**src/rtl/vtg_pkg.sv**
```systemverilog
// Shared types for the video timing generator.
// Assumes one 12-bit width for all raster counters.
package vtg_pkg;
    localparam int VTG_CW = 12;

    typedef struct packed {
        logic [VTG_CW-1:0] total;
        logic [VTG_CW-1:0] active;
        logic [VTG_CW-1:0] lines;
        logic [VTG_CW-1:0] vblank;
        logic              pattern;
    } vtg_cfg_t;

    // Build the timing reference status byte, protection bits included.
    function automatic logic [7:0] vtg_status(input logic f, input logic v, input logic h);
        return {1'b1, f, v, h, v ^ h, f ^ h, f ^ v, f ^ v ^ h};
    endfunction
endpackage

```
**src/rtl/vtg_counters.sv**
```systemverilog
// Raster counters: position within the line, line within the field and the field flag.
// Holds the shadow geometry, which is reloaded from the configuration inputs
// only at the field wrap (and during reset).
// Assumes total >= 1 and lines >= 1.
module vtg_counters
    import vtg_pkg::*;
(
    input  logic              clk,
    input  logic              rst_n,
    input  vtg_cfg_t          cfg_in,
    output vtg_cfg_t          cfg_act,
    output logic [VTG_CW-1:0] pos,
    output logic [VTG_CW-1:0] line,
    output logic              field
);
    logic pos_last;
    logic line_last;

    assign pos_last  = (pos == cfg_act.total - 1'b1);
    assign line_last = (line == cfg_act.lines - 1'b1);

    // Advance the position, wrap lines and fields, and reload geometry at the field wrap.
    always_ff @(posedge clk) begin
        if (!rst_n) begin
            pos     <= '0;
            line    <= '0;
            field   <= 1'b0;
            cfg_act <= cfg_in;
        end else if (pos_last) begin
            pos <= '0;
            if (line_last) begin
                line    <= '0;
                field   <= ~field;
                cfg_act <= cfg_in;
            end else begin
                line <= line + 1'b1;
            end
        end else begin
            pos <= pos + 1'b1;
        end
    end


    pos_range_chk: assert property (@(posedge clk) disable iff (!rst_n)
        pos < cfg_act.total);


    field_wrap_chk: assert property (@(posedge clk) disable iff (!rst_n)
        (field != $past(field)) |-> (pos == '0 && line == '0));


    cfg_hold_chk: assert property (@(posedge clk) disable iff (!rst_n)
        (cfg_act != $past(cfg_act)) |-> (pos == '0 && line == '0));
endmodule

```
**src/rtl/vtg_fmt.sv**
```systemverilog
// Sample formatter: from the raster position it selects a code byte, a blanking
// level or an active sample, and drives the two gates. All outputs are registered.
// Assumes total >= active + 8, so both codes fit in the blanking interval.
module vtg_fmt
    import vtg_pkg::*;
(
    input  logic              clk,
    input  logic              rst_n,
    input  vtg_cfg_t          cfg_act,
    input  logic [VTG_CW-1:0] pos,
    input  logic [VTG_CW-1:0] line,
    input  logic              field,
    output logic [7:0]        vid_data,
    output logic              hgate,
    output logic              vgate,
    output logic              field_id
);
    localparam int CODE_LEN = 4;

    logic [VTG_CW-1:0] act_start;
    logic [VTG_CW-1:0] sav_start;
    logic [VTG_CW-1:0] act_idx;
    logic [1:0]        code_idx;
    logic              in_eav;
    logic              in_sav;
    logic              in_act;
    logic              vflag;
    logic [7:0]        code_byte;
    logic [7:0]        act_byte;
    logic [7:0]        next_data;

    assign act_start = cfg_act.total - cfg_act.active;
    assign sav_start = act_start - VTG_CW'(CODE_LEN);
    assign act_idx   = pos - act_start;
    assign in_eav    = (pos < VTG_CW'(CODE_LEN));
    assign in_sav    = (pos >= sav_start) && (pos < act_start);
    assign in_act    = (pos >= act_start);
    assign vflag     = (line < cfg_act.vblank);

    // Pick the byte within a four-byte timing reference code.
    always_comb begin
        code_idx = in_eav ? pos[1:0] : (pos[1:0] - sav_start[1:0]);
        case (code_idx)
            2'd0:    code_byte = 8'hFF;
            2'd3:    code_byte = vtg_status(field, vflag, in_eav);
            default: code_byte = 8'h00;
        endcase
    end

    // Active sample: blanking-like fill or ramp test pattern.
    always_comb begin
        if (cfg_act.pattern)
            act_byte = 8'h10 + {1'b0, act_idx[6:0]};
        else
            act_byte = act_idx[0] ? 8'h10 : 8'h80;
    end

    // Select the stream byte for the current position.
    always_comb begin
        if (in_eav || in_sav)
            next_data = code_byte;
        else if (in_act)
            next_data = act_byte;
        else
            next_data = pos[0] ? 8'h10 : 8'h80;
    end

    // Register the stream and the sync outputs.
    always_ff @(posedge clk) begin
        if (!rst_n) begin
            vid_data <= 8'h10;
            hgate    <= 1'b0;
            vgate    <= 1'b0;
            field_id <= 1'b0;
        end else begin
            vid_data <= next_data;
            hgate    <= in_act && !vflag;
            vgate    <= !vflag;
            field_id <= field;
        end
    end


    ff_then_zero_chk: assert property (@(posedge clk) disable iff (!rst_n)
        (vid_data == 8'hFF) |=> (vid_data == 8'h00));


    hgate_in_vgate_chk: assert property (@(posedge clk) disable iff (!rst_n)
        hgate |-> vgate);


    field_out_chk: assert property (@(posedge clk) disable iff (!rst_n)
        (field_id != $past(field_id)) |-> (vid_data == 8'hFF));
endmodule

```
**src/rtl/vid_timing_gen.sv**
```systemverilog
// Programmable D1-style video timing generator top level.
// Packs the configuration inputs, then chains the raster counters and the formatter.
// Outputs lag the raster counters by one register stage.
module vid_timing_gen
    import vtg_pkg::*;
(
    input  logic              clk,
    input  logic              rst_n,
    input  logic [VTG_CW-1:0] cfg_line_total,
    input  logic [VTG_CW-1:0] cfg_active_px,
    input  logic [VTG_CW-1:0] cfg_field_lines,
    input  logic [VTG_CW-1:0] cfg_vblank_lines,
    input  logic              cfg_test_pat,
    output logic [7:0]        vid_data,
    output logic              hgate,
    output logic              vgate,
    output logic              field_id
);
    vtg_cfg_t          cfg_in;
    vtg_cfg_t          cfg_act;
    logic [VTG_CW-1:0] pos;
    logic [VTG_CW-1:0] line;
    logic              field;

    assign cfg_in = '{total: cfg_line_total, active: cfg_active_px,
                      lines: cfg_field_lines, vblank: cfg_vblank_lines,
                      pattern: cfg_test_pat};

    vtg_counters u_cnt (
        .clk     (clk),
        .rst_n   (rst_n),
        .cfg_in  (cfg_in),
        .cfg_act (cfg_act),
        .pos     (pos),
        .line    (line),
        .field   (field)
    );

    vtg_fmt u_fmt (
        .clk      (clk),
        .rst_n    (rst_n),
        .cfg_act  (cfg_act),
        .pos      (pos),
        .line     (line),
        .field    (field),
        .vid_data (vid_data),
        .hgate    (hgate),
        .vgate    (vgate),
        .field_id (field_id)
    );
endmodule

```
**config.mk**
```make
export PLATFORM = sky130hd
export DESIGN_NAME = vid_timing_gen
export DESIGN_NICKNAME = d
export VERILOG_FILES = /design/src/rtl/vtg_pkg.sv /design/src/rtl/vtg_counters.sv /design/src/rtl/vtg_fmt.sv /design/src/rtl/vid_timing_gen.sv
export SDC_FILE = /design/constraint.sdc
export NUM_CORES = 1
export LEC_CHECK = 0
export CORE_ASPECT_RATIO = 1.2
export CORE_MARGIN = 3
export CORE_UTILIZATION = 50
export DETAILED_ROUTE_END_ITERATION = 7
export GPL_TIMING_DRIVEN = 0
export HOLD_SLACK_MARGIN = 0.02
export PLACE_DENSITY_LB_ADDON = 0.08
export SYNTH_ARGS = -nofsm -noshare
export SYNTH_HDL_FRONTEND = slang
export SYNTH_SLANG_ARGS = --single-unit
```
**constraint.sdc**
```tcl
create_clock -name clk -period 4.2 [get_ports clk]
set_input_delay 0.84 -clock clk [delete_from_list [all_inputs] [get_ports clk]]
set_output_delay 0.84 -clock clk [all_outputs]
set_load 0.03 [all_outputs]
```
==> results of run 1 <==
## repair_timing
action | 4_1_cts | 5_1_grt
gates resized for setup | 20 | 20
setup buffers | 8 | 3
endpoints found under the setup margin | 58 | 8
pin swaps | 7 | 18
## registers in the layout (all words and copies together) (netlist names)
name,cells
u_fmt.hgate,1
u_fmt.field_id,1
u_cnt.field,1
u_cnt.pos,12
u_fmt.vgate,1
u_cnt.cfg_act,49
u_cnt.line,12
u_fmt.vid_data,8
## cell families (layout without fill, tap and decap cells)
logic type      count (synthesis)  in the layout  synth area share (%)
buf+inv                        62            149                  4.36
fa+ha+maj                      53             53                  12.2
xor+xnor                       67             67                  10.5
flops                          85             85                  39.4
compound gates                114            114                  14.4
simple gates                  191            191                  18.4
mux                             4              4                 0.764
## stage by stage
stage | setup TNS [ns] | power [uW]
floorplan | 0 | 1320
global placement | -7.62 | 1470
detailed placement | -9.58 | 1480
CTS | 0 | 2430
global route | -2.00 | 2570
finish | -0.261 | 2440
## worst max-delay path: stages (launching register included)
cell       delay [ns]
edfxtp_1         0.43
ha_1             0.35
and2_1           0.20
a221oi_2         0.27
nand2_1          0.15
xor2_2           0.24
inv_1            0.09
ha_1             0.28
clkbuf_1         0.28
nand4_1          0.25
a211oi_2         0.24
nor3_1           0.11
o21ai_1          0.23
a2bb2oi_2        0.26
nand2_1          0.17
or4_1            0.54
o2111ai_1        0.11
## where the power goes
part           total [uW]  internal (uW)  switching, uW
clock network         906            584            322
registers             951            926           24.6
logic                 583            266            317
total                2440           1780            664
## how the worst max path moves through the flow
stage                             end  slack [ns]  cells past startpoint
finish              u_fmt.vid_data[4]       -0.08                     16
floorplan           u_fmt.vid_data[2]        0.02                     17
detailed placement  u_fmt.vid_data[3]       -0.78                     17
global placement    u_fmt.vid_data[2]       -0.85                     17
CTS                 u_fmt.vid_data[6]        0.01                     20
global route        u_fmt.vid_data[4]       -0.29                     16
## layout by cell type (no fill, tap or decap), drive strengths merged, types with 10 or more instances in the layout
master         instances
or3                   11
nand2                 29
edfxtp                49
clkdlybuf4s50         61
nand4                 10
buf                   14
o21ai                 18
nor3                  16
clkbuf                17
xnor2                 40
nor2b                 13
a21oi                 31
xor2                  27
nand3                 21
nor4                  10
dfxtp                 36
nor2                  45
inv                   53
ha                    51
## metal layers
| metal | share of wire, % | vias to the layer above | wire [um] |
|---|---|---|---|
| li1 | - | 2261 | - |
| met1 | 42 | 2166 | 5290 |
| met2 | 52 | 114 | 6610 |
| met3 | 4.4 | 16 | 556 |
| met4 | 1.8 | 0 | 227 |
| met5 | 0 | - | 0 |
## cell type report
type                    instances  area [um^2]
multi-input cells             429         3330
fillers                       889         3710
clock inverters                 5          106
clock buffers                  11          233
inverters                      52          195
well taps                     129          161
plain buffers                  10         51.3
flip-flops and latches         85         2190
repair buffers                 71          689
==> reports/qor.csv, run 1 <==
stage;metric;value;unit
die;core_area;0.0107;mm^2
sta;tightestPinTransition;0.739;ns
synth;yosysMostFrequentCell;inv_1;
detailed_routing;dr.pass1.iters;4;
critical_path;setup.worst_path.start;u_cnt.cfg_act[40];
global_routing;grtUsageMet2;37.2;%
pwr;ir_worst_vdd;0.000235;V
detailed_routing;drc;0;
sta;period_minus_slack;4.28;ns
synth;seq_area_frac_synth;39.4;%
placement;dp.cells;766;
synth;syn_area;0.00557;mm^2
synth;yosys.cell_types.count;67;
sta;fin_ws;-0.0848;ns
hold_path;hold_path_class;flip-flop to flip-flop;
run_status;violations;negative setup slack;
synth;syn_nets;680;
synth;synth-seq-cells;85;
clocking;cts_hold_buffers;0;
clocking;h-tree-depth;3;
critical_path;critPathMaxFanout;9;
detailed_routing;vias;4557;
critical_path;rrSetupSlack;-0.08;ns
global_routing;grt_pass1_vias;4458;
synth;yosys-top-cells-count;52 x inv_1, 51 x ha_1, 49 x edfxtp_1;
detailed_routing;wirelength;12.7;mm
pwr;leakage;0.00272;uW
sta;finClkSkew;0.00529;ns
sta;maxSlewViolCount;0;
pwr;powerDensity;351;mW/mm^2
flow_run;maxCapViolations;0;
clocking;clk_latency;0.34;ns
die;dieArea;0.0124;mm^2
layout;nets;762;
global_routing;grt_pass1_wl;21.0;mm
placement;gp_congestion;0.861;
critical_path;worstSetupPathType;flip-flop to flip-flop;
detailed_routing;post_drt_wl_per_cell;16.0;um
global_routing;antenna_found_initial;0;
layout;n_antenna_cell;0;
critical_path;worstReg2RegEnd;u_fmt.vid_data[4];
synth;async_flop_share;0;%
synth;netlist_instances;576;
hold_path;hold_end;u_cnt.line[11];
layout;final_cells;792;
clocking;cts_num_sinks;85;
global_routing;top_usage_layer;met2;
detailed_routing;via_per_inst;5.75;
synth;avgSynthCellArea;9.66;um^2
run_status;status;finished, violations left;
sta;max-slew-margin-rel;50.7;%
synth;synth_edf_count;49;
global_routing;overflow;0;
hold_path;hp-start;u_cnt.line[11];
synth;synth.area.top_cells;edfxtp_1 26%, dfxtp_1 13%, ha_1 11%;
global_routing;grt_max_degree;59;
critical_path;cp.arrival;4.53;ns
synth;synth_top_area_share;26.4;%
layout;area_delta_synth_final;25.0;%
layout;fin_area;0.00696;mm^2
critical_path;start_kind;flip-flop;
hold_path;min_path_cells;2;
global_routing;grt.met1_usage;27.2;%
sta;rsz0062_at_grt;yes;
layout;drive_above_1_share;10.9;%
clocking;cts-root-buf;clkbuf_16;
die;rows;41;
detailed_routing;drtIter0Drc;235;
placement;post-place-ws;-0.777;ns
clocking;cts_buffers;9;
placement;portBuffers;61;
synth;yosysTopAreaCell;edfxtp_1;
synth;ys_warn_count;0;
clocking;ctsLongestPathBuffers;2;
die;initial_core_util;52.2;%
placement;dpl-instance-area;0.00634;mm^2
global_routing;track_usage;21.5;%
die;die-height;122;um
critical_path;r2r-start;u_cnt.cfg_act[40];
sta;hold_slack;0.538;ns
global_routing;met3_usage;2.98;%
synth;ys.flop_type;edfxtp_1;
clocking;cts.clk_slew.worst_paths;0.06;ns
sta;setup_viol;8;
detailed_routing;ant_nets;0;
sta;hold_viol;0;
critical_path;cp-end-kind;flip-flop;
die;ios;62;
layout;finish.utilization;65.2;%
critical_path;cp.required;4.45;ns
placement;dp_hpwl;9.48;mm
sta;fin_crit_sh;102;%
clocking;cts_tree;done;
sta;fmax;0.233;GHz
critical_path;ff2ff_path_depth;16;
die;die_x;102;um
(Power assumes the default switching activity.)
==> inputs of run 2 (changes only) <==
Settings changed: SLEW_MARGIN set to 40.
==> run 2 against run 1 <==
Against the previous run:
- the run still ends with negative setup slack left
- critical path depth rose by 5
- non-clock buffer count fell by 1
- combinational power rose by 1%
- register-to-register slack improved by 0.05 ns
- clock skew barely moved
- global-route usage rose by 0.43 points
- clock power fell by 2.6%
- via count rose by 0.20%
- largest cell class unchanged
- sequential cell count did not move
==> reports/qor.csv, run 2 (synthesized netlist as in run 1, its figures left out) <==
stage;metric;value;unit
die;die_x;102;um
global_routing;overflow;0;
die;dieArea;0.0124;mm^2
layout;fin_area;0.00699;mm^2
critical_path;cp.arrival;4.45;ns
detailed_routing;via_per_inst;5.77;
placement;portBuffers;61;
clocking;cts_hold_buffers;0;
clocking;cts_tree;done;
placement;dp_hpwl;9.51;mm
pwr;ir_worst_vdd;0.000209;V
flow_run;maxCapViolations;0;
layout;n_antenna_cell;0;
clocking;cts.clk_slew.worst_paths;0.06;ns
sta;fin_ws;-0.0315;ns
layout;final_common_cell;clkdlybuf4s50_1;
sta;fin_crit_sh;101;%
clocking;cts_num_sinks;85;
sta;maxSlewViolCount;0;
layout;largest_register_ffs;49;
layout;regMostFlops;u_cnt.cfg_act;
layout;nets;761;
layout;mostFrequentLayoutCells;61 x clkdlybuf4s50_1, 49 x inv_1, 49 x edfxtp_1;
pwr;leakage;0.00273;uW
detailed_routing;ant_nets;0;
sta;fmax;0.236;GHz
die;die-height;122;um
layout;area_delta_synth_final;25.6;%
sta;period_minus_slack;4.23;ns
sta;hold_viol;0;
layout;largestRegisters;u_cnt.cfg_act (49), u_cnt.line (12), u_cnt.pos (12);
detailed_routing;post_drt_wl_per_cell;16.2;um
sta;rsz0062_at_grt;yes;
detailed_routing;drc;0;
die;core_area;0.0107;mm^2
global_routing;grt_pass1_wl;21.2;mm
detailed_routing;drtIter0Drc;161;
critical_path;cp.required;4.42;ns
clocking;ctsLongestPathBuffers;2;
pwr;powerDensity;347;mW/mm^2
global_routing;grt_pass1_vias;4504;
sta;finClkSkew;0.00548;ns
clocking;cts_buffers;9;
run_status;status;finished, violations left;
critical_path;worstSetupPathType;flip-flop to flip-flop;
run_status;violations;negative setup slack;
sta;tightestPinTransition;0.687;ns
die;initial_core_util;52.2;%
detailed_routing;wirelength;12.8;mm
placement;post-place-ws;-0.819;ns
hold_path;hold_path_class;flip-flop to flip-flop;
layout;drive_above_1_share;11.6;%
detailed_routing;vias;4566;
clocking;clk_latency;0.34;ns
global_routing;track_usage;21.9;%
clocking;h-tree-depth;3;
critical_path;start_kind;flip-flop;
die;ios;62;
detailed_routing;dr.pass1.iters;4;
placement;dpl-instance-area;0.00634;mm^2
die;rows;41;
clocking;cts-root-buf;clkbuf_16;
layout;fillCellCount;870;
placement;gp_congestion;0.861;
global_routing;grt_max_degree;59;
critical_path;critPathMaxFanout;7;
critical_path;cp-end-kind;flip-flop;
global_routing;antenna_found_initial;0;
sta;setup_viol;7;
sta;max-slew-margin-rel;54.2;%
-- run 2: cell types whose count changed in the layout (fill, tap and decap cells not counted), sizes merged --
cell,before,now
clkbuf,17,18
bufinv,3,1
-- run 2: critical path, cell delays in order, from the launching register on --
cell and delay [ns]:
edfxtp_1 0.43, inv_2 0.11, ha_4 0.14, inv_2 0.04
fa_2 0.42, a21oi_4 0.20, o21ai_4 0.09, a2111oi_4 0.39
nor2_2 0.09, xnor2_2 0.19, nor4_4 0.25, xnor2_1 0.11
ha_1 0.34, nand4_1 0.11, nor3_2 0.06, o41ai_2 0.06
o211ai_1 0.21, a31oi_4 0.39, a21oi_2 0.07, o21ai_2 0.16
buf_6 0.16, o22ai_2 0.07
-- run 2: worst paths after layout --
check                    start                end  slack [ns]  depth (start not counted)
max          u_cnt.cfg_act[37]  u_fmt.vid_data[6]       -0.03                         21
min reg2reg     u_cnt.line[11]     u_cnt.line[11]        0.55                          2
max reg2reg  u_cnt.cfg_act[37]  u_fmt.vid_data[6]       -0.03                         21
min             u_cnt.line[11]     u_cnt.line[11]        0.55                          2
-- run 2: cell type report --
cell class              instances  area (um^2)  share of cell area [%]
well taps                     129          161                    2.31
flip-flops and latches         85         2190                    31.4
inverters                      52          195                    2.79
repair buffers                 70          682                    9.76
multi-input cells             429         3370                    48.2
clock buffers                  13          293                    4.19
plain buffers                  10         51.3                   0.734
clock inverters                 3         46.3                   0.662
-- run 2: metal layers --
metal  GRT usage [%]  up-vias  routed length (um)
met2            37.3       95                6610
met3            2.81       20                 380
li1                -     2253                   -
met1            27.3     2198                5540
met5               0        -                   0
met4            10.3        0                 302
-- run 2: metrics by stage --
| stage | util [%] | std cells | setup TNS, ns | total power, uW | hold slack [ns] |
|---|---|---|---|---|---|
| after global routing | 65.5 | 791 | -2.28 | 2550 | 0.617 |
| final | 65.5 | 791 | -0.153 | 2420 | 0.547 |
| after CTS | 64.1 | 788 | 0 | 2400 | 0.545 |
| after floorplan | - | 576 | 0 | 1320 | 0.474 |
| after detailed placement | 59.4 | 766 | -6.18 | 1480 | 0.536 |
| after global placement | 59.4 | 766 | -7.62 | 1470 | 0.515 |
-- run 2: power breakdown --
part	switching, uW	total (uW)	internal, uW	leakage (uW)
logic	323	590	268	0.00179
clock network	330	882	552	0.000163
registers	24.8	951	926	0.000772
-- run 2: what timing repair did --
item / in CTS / in global routing
pin swaps: 5 / 20
setup endpoints to repair: 9 / 13
gates resized for setup: 20 / 26
setup buffers: 6 / 3
endpoints found under the hold margin: 0 / 0
